### config.mk
export PLATFORM = sky130hd
export DESIGN_NAME = onfi_boot_seq
export DESIGN_NICKNAME = d
export VERILOG_FILES = /design/src/rtl/onfi_boot_pkg.sv /design/src/rtl/onfi_param_capture.sv /design/src/rtl/onfi_image_copy.sv /design/src/rtl/onfi_boot_seq.sv
export SDC_FILE = /design/constraint.sdc
export NUM_CORES = 1
export LEC_CHECK = 0
export ABC_AREA = 0
export BUFFER_PORTS_ARGS = -buffer_cell sky130_fd_sc_hd__buf_2
export CORE_MARGIN = 2
export CORE_UTILIZATION = 52
export DETAILED_ROUTE_END_ITERATION = 8
export PLACE_DENSITY_LB_ADDON = 0.1
export SLEW_MARGIN = 10
export SYNTH_ARGS = -nofsm -noshare
export SYNTH_HDL_FRONTEND = slang
export SYNTH_SLANG_ARGS = --single-unit
### constraint.sdc
create_clock -name clk -period 3.4 [get_ports clk]
set_input_delay 0.17 -clock clk [delete_from_list [all_inputs] [get_ports clk]]
set_output_delay 0.17 -clock clk [all_outputs]
set_load 0.02 [all_outputs]
### src/rtl/onfi_boot_pkg.sv
package onfi_boot_pkg;

  typedef enum logic [3:0] {
    S_IDLE, S_ID_CMD, S_ID_ADR, S_PP_CMD, S_PP_ADR,
    S_PG_CMD, S_PG_ADR, S_PG_CFM, S_WLO, S_WHI, S_READ, S_EVAL
  } state_t;

  typedef enum logic [1:0] {PH_ID, PH_PARAM, PH_PAGE} phase_t;

  localparam logic [7:0] OP_READ_ID  = 8'h90;
  localparam logic [7:0] OP_ID_ADDR  = 8'h20;
  localparam logic [7:0] OP_PARAM    = 8'hEC;
  localparam logic [7:0] OP_READ     = 8'h00;
  localparam logic [7:0] OP_CONFIRM  = 8'h30;

  localparam int ID_LEN    = 4;
  localparam int PARAM_LEN = 113;
  localparam int OFS_PAGE  = 80;
  localparam int OFS_SPARE = 84;
  localparam int OFS_ECC   = 112;
  localparam int IMG_OFS   = 208;
  localparam int IMG_BASE  = IMG_OFS + 2;

endpackage

### src/rtl/onfi_param_capture.sv
module onfi_param_capture
  import onfi_boot_pkg::*;
#(
  parameter int CNT_W = 16
) (
  input  logic             clk,
  input  logic             rst,
  input  logic             clr,
  input  logic             id_en,
  input  logic             par_en,
  input  logic [CNT_W-1:0] idx,
  input  logic [7:0]       din,
  output logic             sig_ok,
  output logic [31:0]      page_size,
  output logic [15:0]      spare_size,
  output logic [7:0]       ecc_bits,
  output logic [10:0]      ecc_sector_size
);

  localparam int PAGE_BYTES  = 4;
  localparam int SPARE_BYTES = 2;

  logic mism_q;

  function automatic logic [7:0] sig_byte(input logic [1:0] k);
    case (k)
      2'd0:    sig_byte = 8'h4F;
      2'd1:    sig_byte = 8'h4E;
      2'd2:    sig_byte = 8'h46;
      default: sig_byte = 8'h49;
    endcase
  endfunction

  always_ff @(posedge clk) begin
    if (rst || clr)
      mism_q <= 1'b0;
    else if (id_en && (din != sig_byte(idx[1:0])))
      mism_q <= 1'b1;
  end
  assign sig_ok = !mism_q;

  for (genvar g = 0; g < PAGE_BYTES; g++) begin : g_page
    logic [7:0] b_q;
    always_ff @(posedge clk) begin
      if (rst || clr)
        b_q <= '0;
      else if (par_en && (idx == CNT_W'(OFS_PAGE + g)))
        b_q <= din;
    end
    assign page_size[8*g +: 8] = b_q;
  end

  for (genvar g = 0; g < SPARE_BYTES; g++) begin : g_spare
    logic [7:0] b_q;
    always_ff @(posedge clk) begin
      if (rst || clr)
        b_q <= '0;
      else if (par_en && (idx == CNT_W'(OFS_SPARE + g)))
        b_q <= din;
    end
    assign spare_size[8*g +: 8] = b_q;
  end

  always_ff @(posedge clk) begin
    if (rst || clr) begin
      ecc_bits        <= '0;
      ecc_sector_size <= 11'd512;
    end else if (par_en && (idx == CNT_W'(OFS_ECC))) begin
      ecc_bits        <= din;
      ecc_sector_size <= (din == 8'hFF) ? 11'd1024 : 11'd512;
    end
  end

endmodule

### src/rtl/onfi_image_copy.sv
module onfi_image_copy
  import onfi_boot_pkg::*;
#(
  parameter int CNT_W   = 16,
  parameter int SRAM_AW = 10
) (
  input  logic               clk,
  input  logic               rst,
  input  logic               clr,
  input  logic               en,
  input  logic [CNT_W-1:0]   idx,
  input  logic [7:0]         din,
  output logic               hdr_seen,
  output logic [15:0]        img_len,
  output logic               img_ok,
  output logic               sram_we,
  output logic [SRAM_AW-1:0] sram_addr,
  output logic [7:0]         sram_wdata
);

  localparam int MAX_LEN = 1 << SRAM_AW;
  localparam logic [CNT_W-1:0] LEN_LO_C = CNT_W'(IMG_OFS);
  localparam logic [CNT_W-1:0] LEN_HI_C = CNT_W'(IMG_OFS + 1);
  localparam logic [CNT_W-1:0] BASE_C   = CNT_W'(IMG_BASE);

  logic [7:0] len_lo_q;

  always_ff @(posedge clk) begin
    if (rst || clr) begin
      len_lo_q <= '0;
      img_len  <= '0;
      hdr_seen <= 1'b0;
    end else if (en) begin
      if (idx == LEN_LO_C)
        len_lo_q <= din;
      if (idx == LEN_HI_C) begin
        img_len  <= {din, len_lo_q};
        hdr_seen <= 1'b1;
      end
    end
  end

  assign img_ok = hdr_seen && (img_len != '0) && (32'(img_len) <= 32'(MAX_LEN));

  always_ff @(posedge clk) begin
    if (rst) begin
      sram_we    <= 1'b0;
      sram_addr  <= '0;
      sram_wdata <= '0;
    end else begin
      sram_we <= 1'b0;
      if (en && img_ok && (idx >= BASE_C)) begin
        sram_we    <= 1'b1;
        sram_addr  <= SRAM_AW'(idx - BASE_C);
        sram_wdata <= din;
      end
    end
  end

endmodule

### src/rtl/onfi_boot_seq.sv
module onfi_boot_seq
  import onfi_boot_pkg::*;
#(
  parameter int ADDR_CYC = 5,
  parameter int SRAM_AW  = 10,
  parameter int CNT_W    = 16
) (
  input  logic               clk,
  input  logic               rst,
  input  logic               start,
  input  logic               header_ok,
  input  logic               hdr_ecc_en,
  output logic               nand_cle,
  output logic               nand_ale,
  output logic               nand_re,
  output logic [7:0]         nand_dout,
  input  logic [7:0]         nand_din,
  input  logic               nand_rb,
  output logic [31:0]        page_size,
  output logic [15:0]        spare_size,
  output logic [7:0]         ecc_bits,
  output logic [10:0]        ecc_sector_size,
  output logic               ecc_en,
  output logic               sram_we,
  output logic [SRAM_AW-1:0] sram_addr,
  output logic [7:0]         sram_wdata,
  output logic               boot_done,
  output logic               boot_fail
);

  localparam int AC_W = $clog2(ADDR_CYC + 1);

  state_t           state;
  phase_t           phase;
  logic [CNT_W-1:0] issued, cap_cnt, rd_total, lim;
  logic [AC_W-1:0]  acnt;
  logic             rd_vld, clr, sig_ok, hdr_seen, img_ok, rd_done;
  logic [15:0]      img_len;

  assign clr = (state == S_IDLE) && start;

  onfi_param_capture #(.CNT_W(CNT_W)) param_i (
    .clk(clk), .rst(rst), .clr(clr),
    .id_en(rd_vld && (phase == PH_ID)),
    .par_en(rd_vld && (phase == PH_PARAM)),
    .idx(cap_cnt), .din(nand_din), .sig_ok(sig_ok),
    .page_size(page_size), .spare_size(spare_size),
    .ecc_bits(ecc_bits), .ecc_sector_size(ecc_sector_size)
  );

  onfi_image_copy #(.CNT_W(CNT_W), .SRAM_AW(SRAM_AW)) copy_i (
    .clk(clk), .rst(rst), .clr(clr),
    .en(rd_vld && (phase == PH_PAGE)),
    .idx(cap_cnt), .din(nand_din),
    .hdr_seen(hdr_seen), .img_len(img_len), .img_ok(img_ok),
    .sram_we(sram_we), .sram_addr(sram_addr), .sram_wdata(sram_wdata)
  );

  always_comb begin
    lim = rd_total;
    if ((phase == PH_PAGE) && img_ok)
      lim = CNT_W'(IMG_BASE) + CNT_W'(img_len);
  end

  assign rd_done = (cap_cnt == lim) && ((phase != PH_PAGE) || hdr_seen);

  always_ff @(posedge clk) begin
    if (rst) begin
      state     <= S_IDLE;
      phase     <= PH_ID;
      nand_cle  <= 1'b0;
      nand_ale  <= 1'b0;
      nand_re   <= 1'b0;
      nand_dout <= '0;
      rd_vld    <= 1'b0;
      issued    <= '0;
      cap_cnt   <= '0;
      rd_total  <= '0;
      acnt      <= '0;
      ecc_en    <= 1'b0;
      boot_done <= 1'b0;
      boot_fail <= 1'b0;
    end else begin
      nand_cle <= 1'b0;
      nand_ale <= 1'b0;
      nand_re  <= 1'b0;
      rd_vld   <= nand_re;
      if (rd_vld)
        cap_cnt <= cap_cnt + 1'b1;
      case (state)
        S_IDLE: if (start) begin
          boot_done <= 1'b0;
          boot_fail <= 1'b0;
          ecc_en    <= header_ok ? hdr_ecc_en : 1'b0;
          state     <= header_ok ? S_PG_CMD : S_ID_CMD;
        end
        S_ID_CMD: begin
          nand_cle  <= 1'b1;
          nand_dout <= OP_READ_ID;
          state     <= S_ID_ADR;
        end
        S_ID_ADR: begin
          nand_ale  <= 1'b1;
          nand_dout <= OP_ID_ADDR;
          phase     <= PH_ID;
          rd_total  <= CNT_W'(ID_LEN);
          issued    <= '0;
          cap_cnt   <= '0;
          state     <= S_READ;
        end
        S_PP_CMD: begin
          nand_cle  <= 1'b1;
          nand_dout <= OP_PARAM;
          state     <= S_PP_ADR;
        end
        S_PP_ADR: begin
          nand_ale  <= 1'b1;
          nand_dout <= 8'h00;
          phase     <= PH_PARAM;
          rd_total  <= CNT_W'(PARAM_LEN);
          issued    <= '0;
          cap_cnt   <= '0;
          state     <= S_WLO;
        end
        S_PG_CMD: begin
          nand_cle  <= 1'b1;
          nand_dout <= OP_READ;
          acnt      <= '0;
          state     <= S_PG_ADR;
        end
        S_PG_ADR: begin
          nand_ale  <= 1'b1;
          nand_dout <= 8'h00;
          acnt      <= acnt + 1'b1;
          if (acnt == AC_W'(ADDR_CYC - 1))
            state <= S_PG_CFM;
        end
        S_PG_CFM: begin
          nand_cle  <= 1'b1;
          nand_dout <= OP_CONFIRM;
          phase     <= PH_PAGE;
          rd_total  <= CNT_W'(IMG_BASE);
          issued    <= '0;
          cap_cnt   <= '0;
          state     <= S_WLO;
        end
        S_WLO: if (!nand_rb) state <= S_WHI;
        S_WHI: if (nand_rb)  state <= S_READ;
        S_READ: begin
          if (issued < lim) begin
            nand_re <= 1'b1;
            issued  <= issued + 1'b1;
          end else if (rd_done) begin
            state <= S_EVAL;
          end
        end
        S_EVAL: begin
          case (phase)
            PH_ID: begin
              if (sig_ok) state <= S_PP_CMD;
              else begin
                boot_fail <= 1'b1;
                state     <= S_IDLE;
              end
            end
            PH_PARAM: begin
              ecc_en <= 1'b1;
              state  <= S_PG_CMD;
            end
            default: begin
              if (img_ok) boot_done <= 1'b1;
              else        boot_fail <= 1'b1;
              state <= S_IDLE;
            end
          endcase
        end
        default: state <= S_IDLE;
      endcase
    end
  end

endmodule

==> results of run 1 <==
## cells in the final DEF (no fill, tap or decap), drive strengths merged, types with 3 or more instances in the layout
| cell | synthesis | final |
|---|---|---|
| a211o | 4 | 4 |
| a211oi | 9 | 9 |
| a21o | 3 | 3 |
| a21oi | 37 | 37 |
| a32oi | 3 | 3 |
| and2 | 3 | 3 |
| and3 | 6 | 6 |
| and4 | 3 | 3 |
| buf | 21 | 162 |
| clkbuf | 50 | 19 |
| clkinv | 3 | 10 |
| conb | 2 | 16 |
| dfxtp | 157 | 157 |
| ha | 25 | 25 |
| inv | 13 | 17 |
| mux2i | 99 | 99 |
| nand2 | 63 | 63 |
| nand2b | 5 | 5 |
| nand3 | 16 | 16 |
| nand4 | 15 | 15 |
| nand4b | 3 | 3 |
| nor2 | 158 | 158 |
| nor2b | 10 | 10 |
| nor3 | 21 | 21 |
| nor4 | 10 | 10 |
| o21a | 3 | 3 |
| o21ai | 27 | 27 |
| o41ai | 3 | 3 |
| or2 | 4 | 4 |
| or3 | 11 | 11 |
| or4 | 5 | 5 |
| xnor2 | 30 | 30 |
| xor2 | 16 | 16 |
## area by class of cell
cell class | count | area [sq um]
Clock buffer | 19 | 452.9
Sequential cell | 157 | 3144
Timing Repair Buffer | 162 | 992.2
Tap cell | 184 | 230.2
Clock inverter | 13 | 153.9
Fill cell | 1253 | 5141
Multi-Input combinational cell | 639 | 4194
Inverter | 16 | 60.06
## logic make-up (layout without fill, tap and decap cells)
logic type,after synthesis,in the layout
simple gates,338,338
buf+inv,87,210
compound gates,114,114
other cells,2,16
xor+xnor,46,46
flops,157,157
mux,100,100
fa+ha+maj,25,25
## metal layers
layer,vias to the layer above,GRT usage (%),part of all wire [%],routed length (um)
li1,3231,-,-,-
met1,3201,30.84,44,8695
met2,192,43.94,49,9619
met3,28,6.658,5.8,1152
met4,0,8.063,1.7,342
met5,-,0,0,0
## worst paths after layout
check                                                startpoint  slack, ns                        end  cells after the start
worst max-delay path            copy_i.img_len[11]$_SDFFE_PP0P_      -0.32     issued[8]$_SDFFE_PP0P_                     15
worst min-delay path                                 hdr_ecc_en       0.10        ecc_en$_SDFFE_PP0P_                      3
worst max register to register  copy_i.img_len[11]$_SDFFE_PP0P_      -0.32     issued[8]$_SDFFE_PP0P_                     15
worst min register to register        nand_dout[5]$_SDFFE_PP0P_       0.46  nand_dout[5]$_SDFFE_PP0P_                      2
## power by group through the flow
stage          Clock, uW  Combinational [uW]  Sequential (uW)
2_1_floorplan          0                 757             2030
3_3_place_gp           0                 957             2080
3_5_place_dp           0                 978             2080
4_1_cts             1950                 993             2040
5_1_grt             2030                1110             2060
6_report            1920                1010             2040
## flip-flops by register name, indices dropped and copies added, names as in the netlist, 10 cells and up
name,cells
issued,16
param_i.g_spare.b_q,16
param_i.g_page.b_q,32
copy_i.img_len,16
cap_cnt,16
copy_i.sram_addr,10
## metrics by stage
stage | TNS (ns) | instances | util (%) | worst slack (ns)
global route | -6.301 | 1190 | 64.22 | -0.4319
global placement | -1.728 | 1150 | 58.83 | -0.2422
CTS | -3.566 | 1186 | 63.58 | -0.3171
floorplan | -1.254 | 883 | - | -0.3022
finish | -3.978 | 1190 | 64.22 | -0.3232
detailed placement | -2.884 | 1150 | 58.83 | -0.3166
## worst min-delay path: stages
cell	delay, ns
buf_2	0.10
nand2_1	0.10
a311oi_1	0.11
## repair_timing
item	4_1_cts	5_1_grt
pin swaps	11	6
cloned	0	1
setup buffers	4	3
endpoints found under the hold margin	0	0
setup endpoints to repair	17	18
resized for setup	11	15
==> flow_summary.yaml, run 1 <==
timing:
  hold_viol: 0
  layout_setup_ws_ns: -0.3232
  fin_hold_ws_ns: 0.1005
  clock_skew_ns: 0.01257
  setup_viol: 18
  fmax_ghz: 0.2686
  fin_crit_sh_pct: 109.5
  drv_slew: 0
  tightestPinTransition_ns: 0.7699
  period_minus_slack_ns: 3.723
  slew_headroom_pct: 48.67
  grt_setup_unrepaired: "true"
detailed_routing:
  drc_errors: 0
  drt-total-wl_um: 19810
  dr.pass1.iters: 5
  drt_iter0_markers: 428
  vias_per_cell: 5.590
  ant_nets: 0
  vias: 6652
  wire_per_inst_um: 16.65
pwr:
  seq_power_share_pct: 41.1
  p_int_uw: 3350
  power_frac_clock_pct: 38.6
  leakagePower_uw: 0.004237
  finalPower_uw: 4973
  pwr_density_cell_mw_per_mm2: 538.9
  power_frac_comb_pct: 20.3
  ir_drop_mv: 0.4343
  p_sw_uw: 1623
  switching_share_pct: 32.64
die:
  die-area_sq_mm: 0.01556
  start_util_pct: 52.76
  die_x_um: 124.7
  die-height_um: 124.7
  placementRows: 44
  core_region_area_sq_mm: 0.01437
  io_pins: 114
grt:
  antenna_found_initial: 0
  grt_pass1_wl_um: 32430
  grt_remaining_overflow: 0
  grt_max_degree: 50
  track_usage_pct: 25.41
  grt_pass1_vias: 6496
synth:
  synthMostInstantiatedCell: "nor2_1"
  yosys-top-cells-count: "158 x nor2_1, 157 x dfxtp_1, 99 x mux2i_1"
  synth_xor_xnor_area_share_pct: 5.314
  synthDistinctLibCells: 64
  syn-instance-count: 869
  yosys.area.top_type: "dfxtp_1"
  synth_top_family_by_area: "simple AND/OR/NAND/NOR gates"
  synth-adder-area-share_pct: 4.126
  synth_edf_count: 0
  yosys_register_bits: 157
  yosysWarnings: 0
  synth-compound-area-share_pct: 9.787
  synthDominantCellAreaShare_pct: 41.46
  synth-simple-area-share_pct: 20.76
  avgSynthCellArea_sq_um: 8.724
  ys_seq_area_share_pct: 41.46
  ys_dominant_reg_cell: "dfxtp_1"
  async_flop_share_pct: 0
  synthTopCellsByArea: "dfxtp_1 41%, mux2i_1 13%, nor2_1 7.8%"
  muxShareOfSynthArea_pct: 13.22
  synthesis.area_sq_mm: 0.007581
worst_setup_path:
  start_kind: "flip-flop"
  cp_num_buf_inv: 3
  cp_slowest_cell: "or4_4"
  critical_path_class: "reg -> reg"
  crit_fanout: 5
  crit_chain: "or4_4 -> or3_4 -> buf_6 -> nor4_4 -> buf_4 -> mux2i_2 -> ha_1 -> nand2_1 -> o21a_1 -> o211a_1 -> o22ai_4 -> or2_4 -> buf_6 -> or3_4 -> a21oi_2"
  crit_family: "simple AND/OR/NAND/NOR gates"
  arrival_ns: 4.07
  required_ns: 3.75
  slowest_delay_ns: 0.51
  worst_setup_path_end_kind: "flip-flop"
layout:
  drive_gt1_share_pct: 22.27
  nets: 1032
  area_growth_pct: 21.72
  diodes: 0
  final_cell_area_sq_mm: 0.009228
outcome:
  outcome: "finished, violations left"
  violations: "setup timing"
placement:
  dp_hpwl_um: 14120
  port_buffers: 102
  placed_area_sq_mm: 0.008453
  gp_congestion: 0.8976
clock_network:
  path_clk_slew_ns: 0.07
  hold_buffers: 0
  clock_sinks: 157
  clockBufferDepth: 2
  h-tree-depth: 4
  cts_tree: "yes"
  clkLatencyLatePin_ns: 0.43
  cts_buffers: 17
  cts_root_buffer: "clkbuf_16"
min_path:
  hold_class: "in -> reg"
run:
  drv_cap: 0
Power figures use the tool's default switching activity.
==> run 2: changes to the inputs <==
--- a/config.mk
+++ b/config.mk
@@ -8,9 +8,10 @@
 export ABC_AREA = 0
 export BUFFER_PORTS_ARGS = -buffer_cell sky130_fd_sc_hd__buf_2
 export CORE_MARGIN = 2
-export CORE_UTILIZATION = 52
+export CORE_UTILIZATION = 50
 export DETAILED_ROUTE_END_ITERATION = 8
 export PLACE_DENSITY_LB_ADDON = 0.1
+export REMOVE_ABC_BUFFERS = 1
 export SLEW_MARGIN = 10
 export SYNTH_ARGS = -nofsm -noshare
 export SYNTH_HDL_FRONTEND = slang
==> constraint.sdc (replaced) <==
create_clock -name clk -period 4.7 [get_ports clk]
set_input_delay 0.235 -clock clk [delete_from_list [all_inputs] [get_ports clk]]
set_output_delay 0.235 -clock clk [all_outputs]
set_load 0.02 [all_outputs]
==> run 2 against run 1 <==
Count of clock-buffer cells in the layout decreased by 2. Fmax decreased by 11%. Cell count decreased by 4.4%. Final area decreased by 6.2%. Sequential power decreased by 26%. Power decreased by 29%. Register-to-register slack improved by 0.85 ns. Via count decreased by 4.9%. Largest power group unchanged. Global-route usage decreased by 1.5 points. Utilization decreased by 6.6 points. First-iteration DRC count increased by 1.2%. Highest routed layer unchanged. The run now ends clean. Flip-flop and latch count unchanged. Largest cell class unchanged.
==> flow_summary.yaml, run 2 (synthesis results as in run 1) <==
outcome:
  outcome: "finished clean"
clock_network:
  path_clk_slew_ns: 0.07
  hold_buffers: 0
  h-tree-depth: 4
  cts_buffers: 17
  cts_tree: "yes"
  clock_sinks: 157
  clockBufferDepth: 2
  clkLatencyLatePin_ns: 0.43
  cts_root_buffer: "clkbuf_16"
timing:
  fin_crit_sh_pct: 88.70
  tns_ns: 0
  clock_skew_ns: 0.008867
  fmax_ghz: 0.2399
  period_minus_slack_ns: 4.169
  grt_setup_unrepaired: "false"
  drv_slew: 0
  tightestPinTransition_ns: 1.220
  hold_viol: 0
  slew_headroom_pct: 18.66
  setup_viol: 0
pwr:
  ir_drop_mv: 0.2602
  switching_share_pct: 33.25
  pwr_density_cell_mw_per_mm2: 406.4
  p_sw_uw: 1170
  leakagePower_uw: 0.003897
  power_frac_clock_pct: 38.5
  p_int_uw: 2349
  finalPower_uw: 3518
  power_frac_comb_pct: 18.8
  seq_power_share_pct: 42.8
detailed_routing:
  drt-total-wl_um: 19210
  drt_iter0_markers: 433
  drc_errors: 0
  vias: 6324
  dr.pass1.iters: 4
  wire_per_inst_um: 16.88
  ant_nets: 0
  vias_per_cell: 5.557
layout:
  final_cell_mix: "158 x nor2_1, 157 x dfxtp_1, 102 x buf_2"
  final_common_cell: "nor2_1"
  seqCellArea_sq_mm: 0.003143
  largest_reg_flops: 32
  area_growth_pct: 14.19
  fillers: 1370
  diodes: 0
  drive_gt1_share_pct: 15.68
  nets: 976
  multi_input_area_sq_mm: 0.004099
  largest-register: "param_i.g_page.b_q"
grt:
  track_usage_pct: 23.88
  antenna_found_initial: 0
  grt_max_degree: 49
  grt_pass1_vias: 6000
  grt_pass1_wl_um: 30840
  grt_remaining_overflow: 0
worst_setup_path:
  slowest_delay_ns: 0.55
  crit_fanout: 19
  cp_slowest_cell: "or4_1"
  critical_path_class: "reg -> reg"
  arrival_ns: 4.50
  worst_setup_path_end_kind: "flip-flop"
  start_kind: "flip-flop"
  crit_chain: "or4_1 -> or3_1 -> or4_4 -> nor2_1 -> nor2_1 -> ha_1 -> a21oi_1 -> o21a_1 -> o211a_1 -> o22ai_4 -> or2_1 -> or4_1 -> a21oi_1"
  required_ns: 5.04
die:
  die_x_um: 127.1
  die-height_um: 127.1
  die-area_sq_mm: 0.01616
  placementRows: 45
  start_util_pct: 50.43
  core_region_area_sq_mm: 0.01503
  io_pins: 114
placement:
  gp_congestion: 0.8929
  dp_hpwl_um: 13560
  port_buffers: 102
min_path:
  hold_class: "in -> reg"
run:
  drv_cap: 0
==> run 2: changes by cell type in the layout (fill, tap and decap cells not counted), sizes merged <==
cell / previous run / this run
clkinvlp: 1 / 5
clkbuf: 19 / 17
inv: 17 / 20
clkinv: 10 / 5
buf: 162 / 106
==> run 2: timing repair <==
action	4_1_cts	5_1_grt
resized for setup	0	1
buffers inserted	0	0
setup endpoints to repair	0	1
==> run 2: routing by layer <==
layer  up-vias  share of wire (%)  track usage (%)
met4         0                1.3            6.787
met2       155                 47            40.04
met1      3028                 46            30.32
met5         -                  0                0
li1       3120                  -                -
met3        21                5.5            6.575
==> run 2: cell type report <==
| type | instances | area share, % |
|---|---|---|
| multi-input combinational | 639 | 47.35 |
| inverter | 16 | 0.6937 |
| tap | 188 | 2.717 |
| sequential | 157 | 36.31 |
| timing repair buffer | 106 | 6.244 |
| clock buffer | 17 | 4.914 |
| clock inverter | 15 | 1.778 |
==> run 2: final timing paths <==
| path | startpoint | to | slack, ns | cells past startpoint |
|---|---|---|---|---|
| setup / recovery | copy_i.img_len[11]$_SDFFE_PP0P_ | issued[11]$_SDFFE_PP0P_ | 0.53 | 13 |
| hold / removal | hdr_ecc_en | ecc_en$_SDFFE_PP0P_ | 0.09 | 3 |
| setup reg to reg | copy_i.img_len[11]$_SDFFE_PP0P_ | issued[11]$_SDFFE_PP0P_ | 0.53 | 13 |
| hold reg to reg | nand_dout[5]$_SDFFE_PP0P_ | nand_dout[5]$_SDFFE_PP0P_ | 0.46 | 2 |
==> run 2: power by group through the flow <==
stage	registers (uW)	logic, uW	clock network (uW)
after CTS	1500	657	1380
after detailed placement	1530	652	0
after floorplan	1530	412	0
final	1500	661	1350
after global placement	1530	640	0
after global routing	1510	726	1440
==> run 2: per-stage QoR <==
| stage | hold WS, ns | util (%) | worst slack [ns] | std cells | cell area [sq um] |
|---|---|---|---|---|---|
| 2_1_floorplan | 0.3041 | - | 0.8727 | 812 | 7297 |
| 3_3_place_gp | 0.4389 | 53.70 | 0.5561 | 1106 | 8073 |
| 3_5_place_dp | 0.4483 | 53.70 | 0.4815 | 1106 | 8073 |
| 4_1_cts | 0.07521 | 57.55 | 0.4557 | 1138 | 8652 |
| 5_1_grt | 0.1366 | 57.59 | 0.1627 | 1138 | 8657 |
| 6_report | 0.08998 | 57.59 | 0.5311 | 1138 | 8657 |
==> run 2: critical path: cells and delay by family (launching register included) <==
kind,cells,cell delay [ns]
and+or+nand+nor,7,2.76
DFF,1,0.31
AOI/OAI and AO/OA,5,0.71
adders and majority gates,1,0.30
